==> src/rtl/i2ct_pkg.sv <==
package i2ct_pkg;

  localparam int BYTE_W = 8;

  // fixed upper part of the device address, strap supplies the LSB
  localparam logic [5:0] DEV_ADDR_HI  = 6'b111010;
  localparam logic [4:0] HS_PREFIX    = 5'b00001;
  localparam logic [7:0] GC_ADDR      = 8'h00;
  localparam logic [7:0] GC_RESET_CMD = 8'h06;

  typedef enum logic [1:0] {
    ST_IDLE,
    ST_RECV,
    ST_ACK,
    ST_SKIP
  } eng_state_t;

  typedef enum logic [1:0] {
    K_ADDR,
    K_OWN,
    K_GC
  } byte_kind_t;

  typedef struct packed {
    logic       ack;
    logic       hs_set;
    logic       gc_pulse;
    logic       data_out;
    logic       set_first;
    byte_kind_t next_kind;
  } byte_dec_t;

endpackage

==> src/rtl/i2ct_rst_sync.sv <==
module i2ct_rst_sync #(
  parameter int STAGES = 2
) (
  input  logic clk,
  input  logic rst_n,
  output logic rst_n_sync
);

  logic [STAGES-1:0] chain_q;

  always_ff @(posedge clk or negedge rst_n) begin
    if (!rst_n) chain_q <= '0;
    else        chain_q <= {chain_q[STAGES-2:0], 1'b1};
  end

  assign rst_n_sync = chain_q[STAGES-1];

endmodule

==> src/rtl/i2ct_line_mon.sv <==
module i2ct_line_mon #(
  parameter int SYNC_STAGES = 2
) (
  input  logic clk,
  input  logic rst_n,
  input  logic scl_i,
  input  logic sda_i,
  output logic scl_hi,
  output logic sda_lvl,
  output logic scl_rise,
  output logic scl_fall,
  output logic start_det,
  output logic stop_det
);

  localparam int N_LINES = 2;

  logic [N_LINES-1:0] raw;
  logic [N_LINES-1:0] cur;
  logic [N_LINES-1:0] prev_q;

  assign raw = {sda_i, scl_i};

  generate
    for (genvar g = 0; g < N_LINES; g++) begin : g_line
      logic [SYNC_STAGES-1:0] sync_q;
      always_ff @(posedge clk or negedge rst_n) begin
        if (!rst_n) sync_q <= '1;
        else        sync_q <= {sync_q[SYNC_STAGES-2:0], raw[g]};
      end
      assign cur[g] = sync_q[SYNC_STAGES-1];
    end
  endgenerate

  always_ff @(posedge clk or negedge rst_n) begin
    if (!rst_n) prev_q <= '1;
    else        prev_q <= cur;
  end

  assign scl_hi    = cur[0];
  assign sda_lvl   = cur[1];
  assign scl_rise  = cur[0] & ~prev_q[0];
  assign scl_fall  = ~cur[0] & prev_q[0];
  // SDA moving while SCL stayed high over both samples
  assign start_det = cur[0] & prev_q[0] & prev_q[1] & ~cur[1];
  assign stop_det  = cur[0] & prev_q[0] & ~prev_q[1] & cur[1];

endmodule

==> src/rtl/i2ct_decode.sv <==
module i2ct_decode
  import i2ct_pkg::*;
(
  input  logic [BYTE_W-1:0] byte_i,
  input  byte_kind_t        kind_i,
  input  logic              addr_sel_i,
  output byte_dec_t         dec_o
);

  always_comb begin
    dec_o           = '0;
    dec_o.next_kind = kind_i;
    unique case (kind_i)
      K_ADDR: begin
        if (byte_i[7:3] == HS_PREFIX) begin
          dec_o.hs_set = 1'b1;
        end else if (byte_i == GC_ADDR) begin
          dec_o.ack       = 1'b1;
          dec_o.next_kind = K_GC;
        end else if (byte_i[7:1] == {DEV_ADDR_HI, addr_sel_i} && !byte_i[0]) begin
          dec_o.ack       = 1'b1;
          dec_o.set_first = 1'b1;
          dec_o.next_kind = K_OWN;
        end
      end
      K_GC: begin
        if (byte_i == GC_RESET_CMD) begin
          dec_o.ack      = 1'b1;
          dec_o.gc_pulse = 1'b1;
        end
      end
      K_OWN: begin
        dec_o.ack      = 1'b1;
        dec_o.data_out = 1'b1;
      end
      default: ;
    endcase
  end

endmodule

==> src/rtl/i2ct_engine.sv <==
module i2ct_engine
  import i2ct_pkg::*;
#(
  parameter int BITS = BYTE_W
) (
  input  logic              clk,
  input  logic              rst_n,
  input  logic              scl_hi_i,
  input  logic              sda_i,
  input  logic              scl_rise_i,
  input  logic              scl_fall_i,
  input  logic              start_i,
  input  logic              stop_i,
  input  byte_dec_t         dec_i,
  output logic [BITS-1:0]   shift_o,
  output byte_kind_t        kind_o,
  output logic              sda_pull_o,
  output logic              hs_mode_o,
  output logic [BITS-1:0]   rx_data_o,
  output logic              rx_valid_o,
  output logic              rx_first_o,
  output logic              gc_reset_o
);

  localparam int CNT_W = $clog2(BITS + 1);
  localparam logic [CNT_W-1:0] CNT_FULL = CNT_W'(BITS);

  eng_state_t       state_q, state_d;
  byte_kind_t       kind_q, kind_d;
  logic [CNT_W-1:0] cnt_q, cnt_d;
  logic [BITS-1:0]  sh_q, sh_d;
  logic             oe_q, oe_d;
  logic             hs_q, hs_d;
  logic             first_q, first_d;
  logic [BITS-1:0]  rxd_q, rxd_d;
  logic             rxv_q, rxv_d;
  logic             rxf_q, rxf_d;
  logic             gc_q, gc_d;
  logic             cap_en;

  assign cap_en = rxv_d;

  always_comb begin
    state_d = state_q;
    kind_d  = kind_q;
    cnt_d   = cnt_q;
    sh_d    = sh_q;
    oe_d    = oe_q;
    hs_d    = hs_q;
    first_d = first_q;
    rxv_d   = 1'b0;
    rxf_d   = 1'b0;
    gc_d    = 1'b0;
    rxd_d   = sh_q;
    if (stop_i) begin
      state_d = ST_IDLE;
      cnt_d   = '0;
      oe_d    = 1'b0;
      hs_d    = 1'b0;
    end else if (start_i) begin
      state_d = ST_RECV;
      kind_d  = K_ADDR;
      cnt_d   = '0;
      oe_d    = 1'b0;
    end else begin
      unique case (state_q)
        ST_RECV: begin
          if (scl_rise_i && cnt_q < CNT_FULL) begin
            sh_d  = {sh_q[BITS-2:0], sda_i};
            cnt_d = cnt_q + 1'b1;
          end else if (scl_fall_i && cnt_q == CNT_FULL) begin
            hs_d = hs_q | dec_i.hs_set;
            if (dec_i.ack) begin
              state_d = ST_ACK;
              oe_d    = 1'b1;
              kind_d  = dec_i.next_kind;
              rxv_d   = dec_i.data_out;
              rxf_d   = dec_i.data_out & first_q;
              gc_d    = dec_i.gc_pulse;
              if (dec_i.set_first)     first_d = 1'b1;
              else if (dec_i.data_out) first_d = 1'b0;
            end else begin
              state_d = ST_SKIP;
            end
          end
        end
        ST_ACK: begin
          if (scl_fall_i) begin
            state_d = ST_RECV;
            oe_d    = 1'b0;
            cnt_d   = '0;
          end
        end
        default: ;
      endcase
    end
  end

  always_ff @(posedge clk or negedge rst_n) begin
    if (!rst_n) begin
      state_q <= ST_IDLE;
      kind_q  <= K_ADDR;
      cnt_q   <= '0;
      sh_q    <= '0;
      oe_q    <= 1'b0;
      hs_q    <= 1'b0;
      first_q <= 1'b0;
      rxv_q   <= 1'b0;
      rxf_q   <= 1'b0;
      gc_q    <= 1'b0;
    end else begin
      state_q <= state_d;
      kind_q  <= kind_d;
      cnt_q   <= cnt_d;
      sh_q    <= sh_d;
      oe_q    <= oe_d;
      hs_q    <= hs_d;
      first_q <= first_d;
      rxv_q   <= rxv_d;
      rxf_q   <= rxf_d;
      gc_q    <= gc_d;
    end
  end

  always_ff @(posedge clk or negedge rst_n) begin
    if (!rst_n)      rxd_q <= '0;
    else if (cap_en) rxd_q <= rxd_d;
  end

  assign shift_o    = sh_q;
  assign kind_o     = kind_q;
  assign sda_pull_o = oe_q;
  assign hs_mode_o  = hs_q;
  assign rx_data_o  = rxd_q;
  assign rx_valid_o = rxv_q;
  assign rx_first_o = rxf_q;
  assign gc_reset_o = gc_q;


  pull_scl_low_chk: assert property (@(posedge clk) disable iff (!rst_n)
    (oe_q != $past(oe_q)) |-> !scl_hi_i);


  hs_no_ack_chk: assert property (@(posedge clk) disable iff (!rst_n)
    $rose(hs_q) |-> !oe_q);


  hs_stop_clear_chk: assert property (@(posedge clk) disable iff (!rst_n)
    stop_i |=> !hs_q);


  gc_single_chk: assert property (@(posedge clk) disable iff (!rst_n)
    gc_q |=> !gc_q);


  gc_acked_chk: assert property (@(posedge clk) disable iff (!rst_n)
    gc_q |-> oe_q);


  rx_acked_chk: assert property (@(posedge clk) disable iff (!rst_n)
    rxv_q |-> oe_q);

endmodule

==> src/rtl/i2c_hs_target.sv <==
module i2c_hs_target
  import i2ct_pkg::*;
#(
  parameter int SYNC_STAGES = 2,
  parameter int RST_STAGES  = 2
) (
  input  logic              clk,
  input  logic              rst_n,
  input  logic              scl_i,
  input  logic              sda_i,
  input  logic              addr_sel_i,
  output logic              sda_pull_o,
  output logic              hs_mode_o,
  output logic [BYTE_W-1:0] rx_data_o,
  output logic              rx_valid_o,
  output logic              rx_first_o,
  output logic              gc_reset_o
);

  logic              rst_n_s;
  logic              scl_hi, sda_lvl, scl_rise, scl_fall, start_det, stop_det;
  logic [BYTE_W-1:0] shift_byte;
  byte_kind_t        kind;
  byte_dec_t         dec;

  i2ct_rst_sync #(.STAGES(RST_STAGES)) u_rst (
    .clk        (clk),
    .rst_n      (rst_n),
    .rst_n_sync (rst_n_s)
  );

  i2ct_line_mon #(.SYNC_STAGES(SYNC_STAGES)) u_mon (
    .clk       (clk),
    .rst_n     (rst_n_s),
    .scl_i     (scl_i),
    .sda_i     (sda_i),
    .scl_hi    (scl_hi),
    .sda_lvl   (sda_lvl),
    .scl_rise  (scl_rise),
    .scl_fall  (scl_fall),
    .start_det (start_det),
    .stop_det  (stop_det)
  );

  i2ct_decode u_dec (
    .byte_i     (shift_byte),
    .kind_i     (kind),
    .addr_sel_i (addr_sel_i),
    .dec_o      (dec)
  );

  i2ct_engine #(.BITS(BYTE_W)) u_eng (
    .clk        (clk),
    .rst_n      (rst_n_s),
    .scl_hi_i   (scl_hi),
    .sda_i      (sda_lvl),
    .scl_rise_i (scl_rise),
    .scl_fall_i (scl_fall),
    .start_i    (start_det),
    .stop_i     (stop_det),
    .dec_i      (dec),
    .shift_o    (shift_byte),
    .kind_o     (kind),
    .sda_pull_o (sda_pull_o),
    .hs_mode_o  (hs_mode_o),
    .rx_data_o  (rx_data_o),
    .rx_valid_o (rx_valid_o),
    .rx_first_o (rx_first_o),
    .gc_reset_o (gc_reset_o)
  );

endmodule

==> config.mk <==
export PLATFORM = sky130hd
export DESIGN_NAME = i2c_hs_target
export DESIGN_NICKNAME = d
export VERILOG_FILES = /design/src/rtl/i2ct_pkg.sv /design/src/rtl/i2ct_rst_sync.sv /design/src/rtl/i2ct_line_mon.sv /design/src/rtl/i2ct_decode.sv /design/src/rtl/i2ct_engine.sv /design/src/rtl/i2c_hs_target.sv
export SDC_FILE = /design/constraint.sdc
export NUM_CORES = 1
export LEC_CHECK = 0
export BUFFER_PORTS_ARGS = -buffer_cell sky130_fd_sc_hd__buf_2
export CELL_PAD_IN_SITES_DETAIL_PLACEMENT = 1
export CELL_PAD_IN_SITES_GLOBAL_PLACEMENT = 2
export CORE_AREA = 3 3 75 77
export CTS_CLUSTER_DIAMETER = 120
export DETAILED_ROUTE_END_ITERATION = 6
export DIE_AREA = 0 0 78 80
export PLACE_DENSITY = 0.79
export REMOVE_ABC_BUFFERS = 1
export SLEW_MARGIN = 5
export SYNTH_ARGS = -nofsm -noshare
export SYNTH_HDL_FRONTEND = slang
export SYNTH_HIERARCHICAL = 1
export SYNTH_SLANG_ARGS = --single-unit
==> constraint.sdc <==
create_clock -name clk -period 1.1 [get_ports clk]
set_input_delay 0.33 -clock clk [delete_from_list [all_inputs] [get_ports clk]]
set_output_delay 0.33 -clock clk [all_outputs]
set_load 0.005 [all_outputs]
# == After elaboration in Yosys (flattened, before gate mapping) ==
# Index checks and enable logic that the tools add are counted.
# totals
register_bits,38
# classes
eq_ne,17
reduce_logical,22
add_sub_neg,1
mux,63
bitwise_logic,16
order_cmp,1
# op_table
op,count
$mux 1,41
$mux 2,11
$mux 4,4
$reduce_bool 2->1,7
$ne 4x3->1 const B,3
$reduce_and 4->1,3
$mux 3,3
$and 1x1->1,8
$eq 8x3->1 const B,1
$logic_not 8->1,1
$ne 4x4->1 const B,2
$pmux 4 s2,1
$reduce_and 8->1,1
$eq 7x7->1,1
$not 1->1,7
$reduce_and 7->1,1
$ne 2x2->1 const B,3
$eq 5x1->1 const B,1
$reduce_and 5->1,1
$add 4x1->4 const B,1
$eq 2x1->1 const B,2
$eq 2x2->1 const B,2
$eq 4x4->1 const B,1
$lt 4x4->1 const B,1
11 further kinds,13

# == Longest topological paths before layout ==
# logic_depth
ltp_word,12
ltp_mapped,8
ltp_nobuf,7

# == Cells and area by module ==
# Netlist, hierarchy kept.
# by_module_without_submodules
mod,cells_per_inst,seq_area_each_um2,area_per_inst_um2,instances
i2ct_engine,103,750.7,1378.8,1
i2ct_line_mon,10,157.7,190.2,1
i2ct_decode,22,0.0,150.1,1
i2ct_rst_sync,3,50.0,53.8,1

# == Worst setup path after synthesis ==
# No wires, ideal clock.
# synth_path
path_type,register to register
from,reg u_eng.sh_q[7] (netlist: u_eng/shift_o[7])
to,reg u_eng.rxd_q[3] (netlist: u_eng/rx_data_o[3])
n_path_buf,1
path_slack_ns,-1.117
stages_incl_launch_ff,9
t_arrival_ns,2.092
synth_period_minus_slack_ns,2.217
setup_time_ns,0.125
cell_sequence,dfrtp_1 > or4_4 > nor3_2 > o21ai_1 > or3b_1 > and4b_1 > buf_4 > nand2_8 > mux2_4
# synth_rtl
element,line,rtl
"start, declared",i2ct_engine.sv:31,"logic [BITS-1:0] sh_q, sh_d;"
"start signal, assigned",i2ct_engine.sv:104,sh_q <= '0;
"start signal, assigned",i2ct_engine.sv:115,sh_q <= sh_d;
"end signal, assigned",i2ct_engine.sv:127,else if (cap_en) rxd_q <= rxd_d;
"end, declared",i2ct_engine.sv:35,"logic [BITS-1:0] rxd_q, rxd_d;"

==> reports/metrics.cfg <==
[place]
dpl.hpwl_um=3350
gp_congestion=0.814
pre_cts_ws_ns=-1.21
portBuffers=17

[flow_run]
max_cap_violations=0

[setup_path]
reg2reg_depth=7
rrSetupSlack_ns=-1.19
crit_type=flop to flop
r2r-end=u_eng/rx_data_o[0]
cp_max_fo=10
worstSetupStartpoint=u_eng/shift_o[6]
cp.required_ns=1.28
cp.arrival_ns=2.47
start_kind=flop
critPathCaptureType=flop
reg2reg_from=u_eng/shift_o[6]

[worst_hold_path]
hp-start=sda_i
hold_path.class=input pin to flop
min_to=u_mon/g_line[1].sync_q[0]
whs_path_depth=1

[floorplan]
die_y_um=80
die-width_um=78
die_area_mm2=0.00624
core_area_mm2=0.00507
ioPinCount=18
rows=26
start_util=0.349

[clock_network]
clock-sinks=38
cts_root_buf=clkbuf_8
clk_path_buf_depth=2
cts_tree=done
cts_buffers=5
clk_latency_ns=0.29
clk_pin_slew_ns=0.08
htree_levels=2

[power]
powerDensity_mw_per_mm2=2010
vdd_drop_max_v=0.000977
p_leak_nw=1.40

[routing]
wl_um=5580
drtAntennaViolNets=0
via_per_inst=4.99
drtPass1Iterations=5
wl_per_cell_um=18.8
drtIter0Drc=73
vias=1483
drc=0

[yosys]
syn-cell-area_mm2=0.00177
ys.flop_type=dfrtp_1
synth_seq_area_share=0.541
ys_types=45
async_flop_share=1.00
synth_edf_count=0
netlist_instances=138
yosys_warnings=6
ys_ff_latch=38
syn_avg_cell_area_um2=12.8

[layout]
utilization=0.533
final_common_cell=buf_4
area_delta_synth_final_pct=52.6
fin_nets=235
ff_latch_area_um2=958
fillCellCount=553
multi_input_area_um2=935
final_cell_mix=buf_4 (56), dfrtp_1 (32), buf_2 (17), mux2_4 (16), buf_6 (9)
drive_above_1_share=0.621
antenna_cells=0

[sta]
worstMarginPinSlew_ns=0.535
fmax_ghz=0.437
post-route-min-period_ns=2.29
finalHoldViolCount=0
setup_viol=41
slew_headroom=0.639
drv_slew=0
worst_slack_ns=-1.19
rsz0062_at_grt=true
final.setup_skew_ns=0.00569
min_period_over_period=2.08

[global_routing]
grt_pass1_wl_um=8090
antenna_found_initial=0
grt_usage=0.172
overflow=0
grt_max_degree=24
grt_pass1_vias=1595

[run_status]
outcome=complete, but fails checks
violations=negative setup slack

[where the power goes]
| part | leakage, nW | internal (W) | switching [W] |
|---|---|---|---|
| clock network | 0.0452 | 0.000447 | 0.000506 |
| logic | 0.860 | 0.00144 | 0.00128 |
| registers | 0.491 | 0.00160 | 0.000166 |
[synthesized netlist by cell type, types with 2 or more instances]
library cell  instances  area (um^2)
o31ai_1               4         30.0
nor3_2                2         20.0
and4b_1               4         40.0
a32o_1                2         20.0
dfrtp_1              32          801
nor2b_1               4         25.0
a21oi_1               4         20.0
dfstp_2               6          158
nor2_1                7         26.3
mux2_4                8          120
o21ai_0               4         20.0
nand2_1               6         22.5
ha_1                  4         50.1
nor3_1                2         10.0
nand2b_1              3         18.8
and2_1                2         12.5
or3_1                 2         12.5
inv_1                 6         22.5
o21ai_1               2         10.0
mux2_2                9          101
[per-stage QoR]
step           TNS, ns  total power [W]  cells  cell area [um^2]  hold WS, ns
6_report        -27.47          0.00544    297              2710        0.135
3_3_place_gp    -25.51          0.00358    267              2260        0.116
3_5_place_dp    -27.91          0.00373    267              2260        0.116
4_1_cts         -26.43          0.00514    291              2610        0.127
5_1_grt         -30.00          0.00578    297              2710        0.120
2_1_floorplan   -24.72          0.00272    136              1750       0.0344
[cell type report]
class                           instances  share of cell area
Clock buffer                            6              0.0268
Clock inverter                          2             0.00509
Multi-Input combinational cell         92               0.345
Sequential cell                        38               0.354
Tap cell                               70              0.0324
Timing Repair Buffer                   83               0.228
Inverter                                6             0.00832
[worst max-delay path, stage by stage, from the launching register on]
cell and delay, ns:
dfrtp_1 0.41, or4_4 0.57, nor3_2 0.17, o21ai_1 0.08, or3b_1 0.20, and4b_2 0.31, nand2_8 0.11, mux2_4 0.32
[worst max path at each step]
| stage | end | slack, ns | depth (start not counted) |
|---|---|---|---|
| floorplan | u_eng/rx_data_o[3] | -1.19 | 7 |
| global placement | u_eng/rx_data_o[7] | -1.10 | 7 |
| detailed placement | u_eng/rx_data_o[6] | -1.21 | 7 |
| CTS | u_eng/rx_data_o[6] | -1.14 | 7 |
| global route | u_eng/rx_data_o[0] | -1.28 | 7 |
| finish | u_eng/rx_data_o[0] | -1.19 | 7 |
[layer usage]
metal  track usage  vias to the layer above  wire (um)
li1              -                      667          -
met1         0.185                      760       2230
met2         0.314                       36       2940
met3        0.0474                       20        159
met4        0.0787                        0        242
met5             0                        -          0
[kinds of logic after synthesis]
logic type	count (synthesis)	share of synthesized area
flip-flops	38	0.541
XOR/XNOR	1	0.00494
other	1	0.00212
AO/OA/AOI/OAI	21	0.0840
buffers and inverters	8	0.0233
adder cells (fa/ha/maj)	4	0.0282
AND/OR/NAND/NOR	47	0.186
multiplexers	18	0.131
[what timing repair did]
item,4_1_cts,5_1_grt
pin swaps,14,5
setup buffers,17,8
gates resized for setup,40,12
cloned,0,0
hold endpoints to repair,2,0
endpoints found under the setup margin,43,43
hold buffers,1,0
[state kept, by name, summed over array words and instances, names as in the netlist, 2 cells and up]
register             cells
u_eng/cnt_q              4
u_eng/kind_o             2
u_rst/chain_q            2
u_eng/shift_o            8
u_eng/rx_data_o          8
u_eng/state_q            2
u_mon/prev_q             2
u_mon/g_line.sync_q      4
Power figures use the tool's default switching activity.
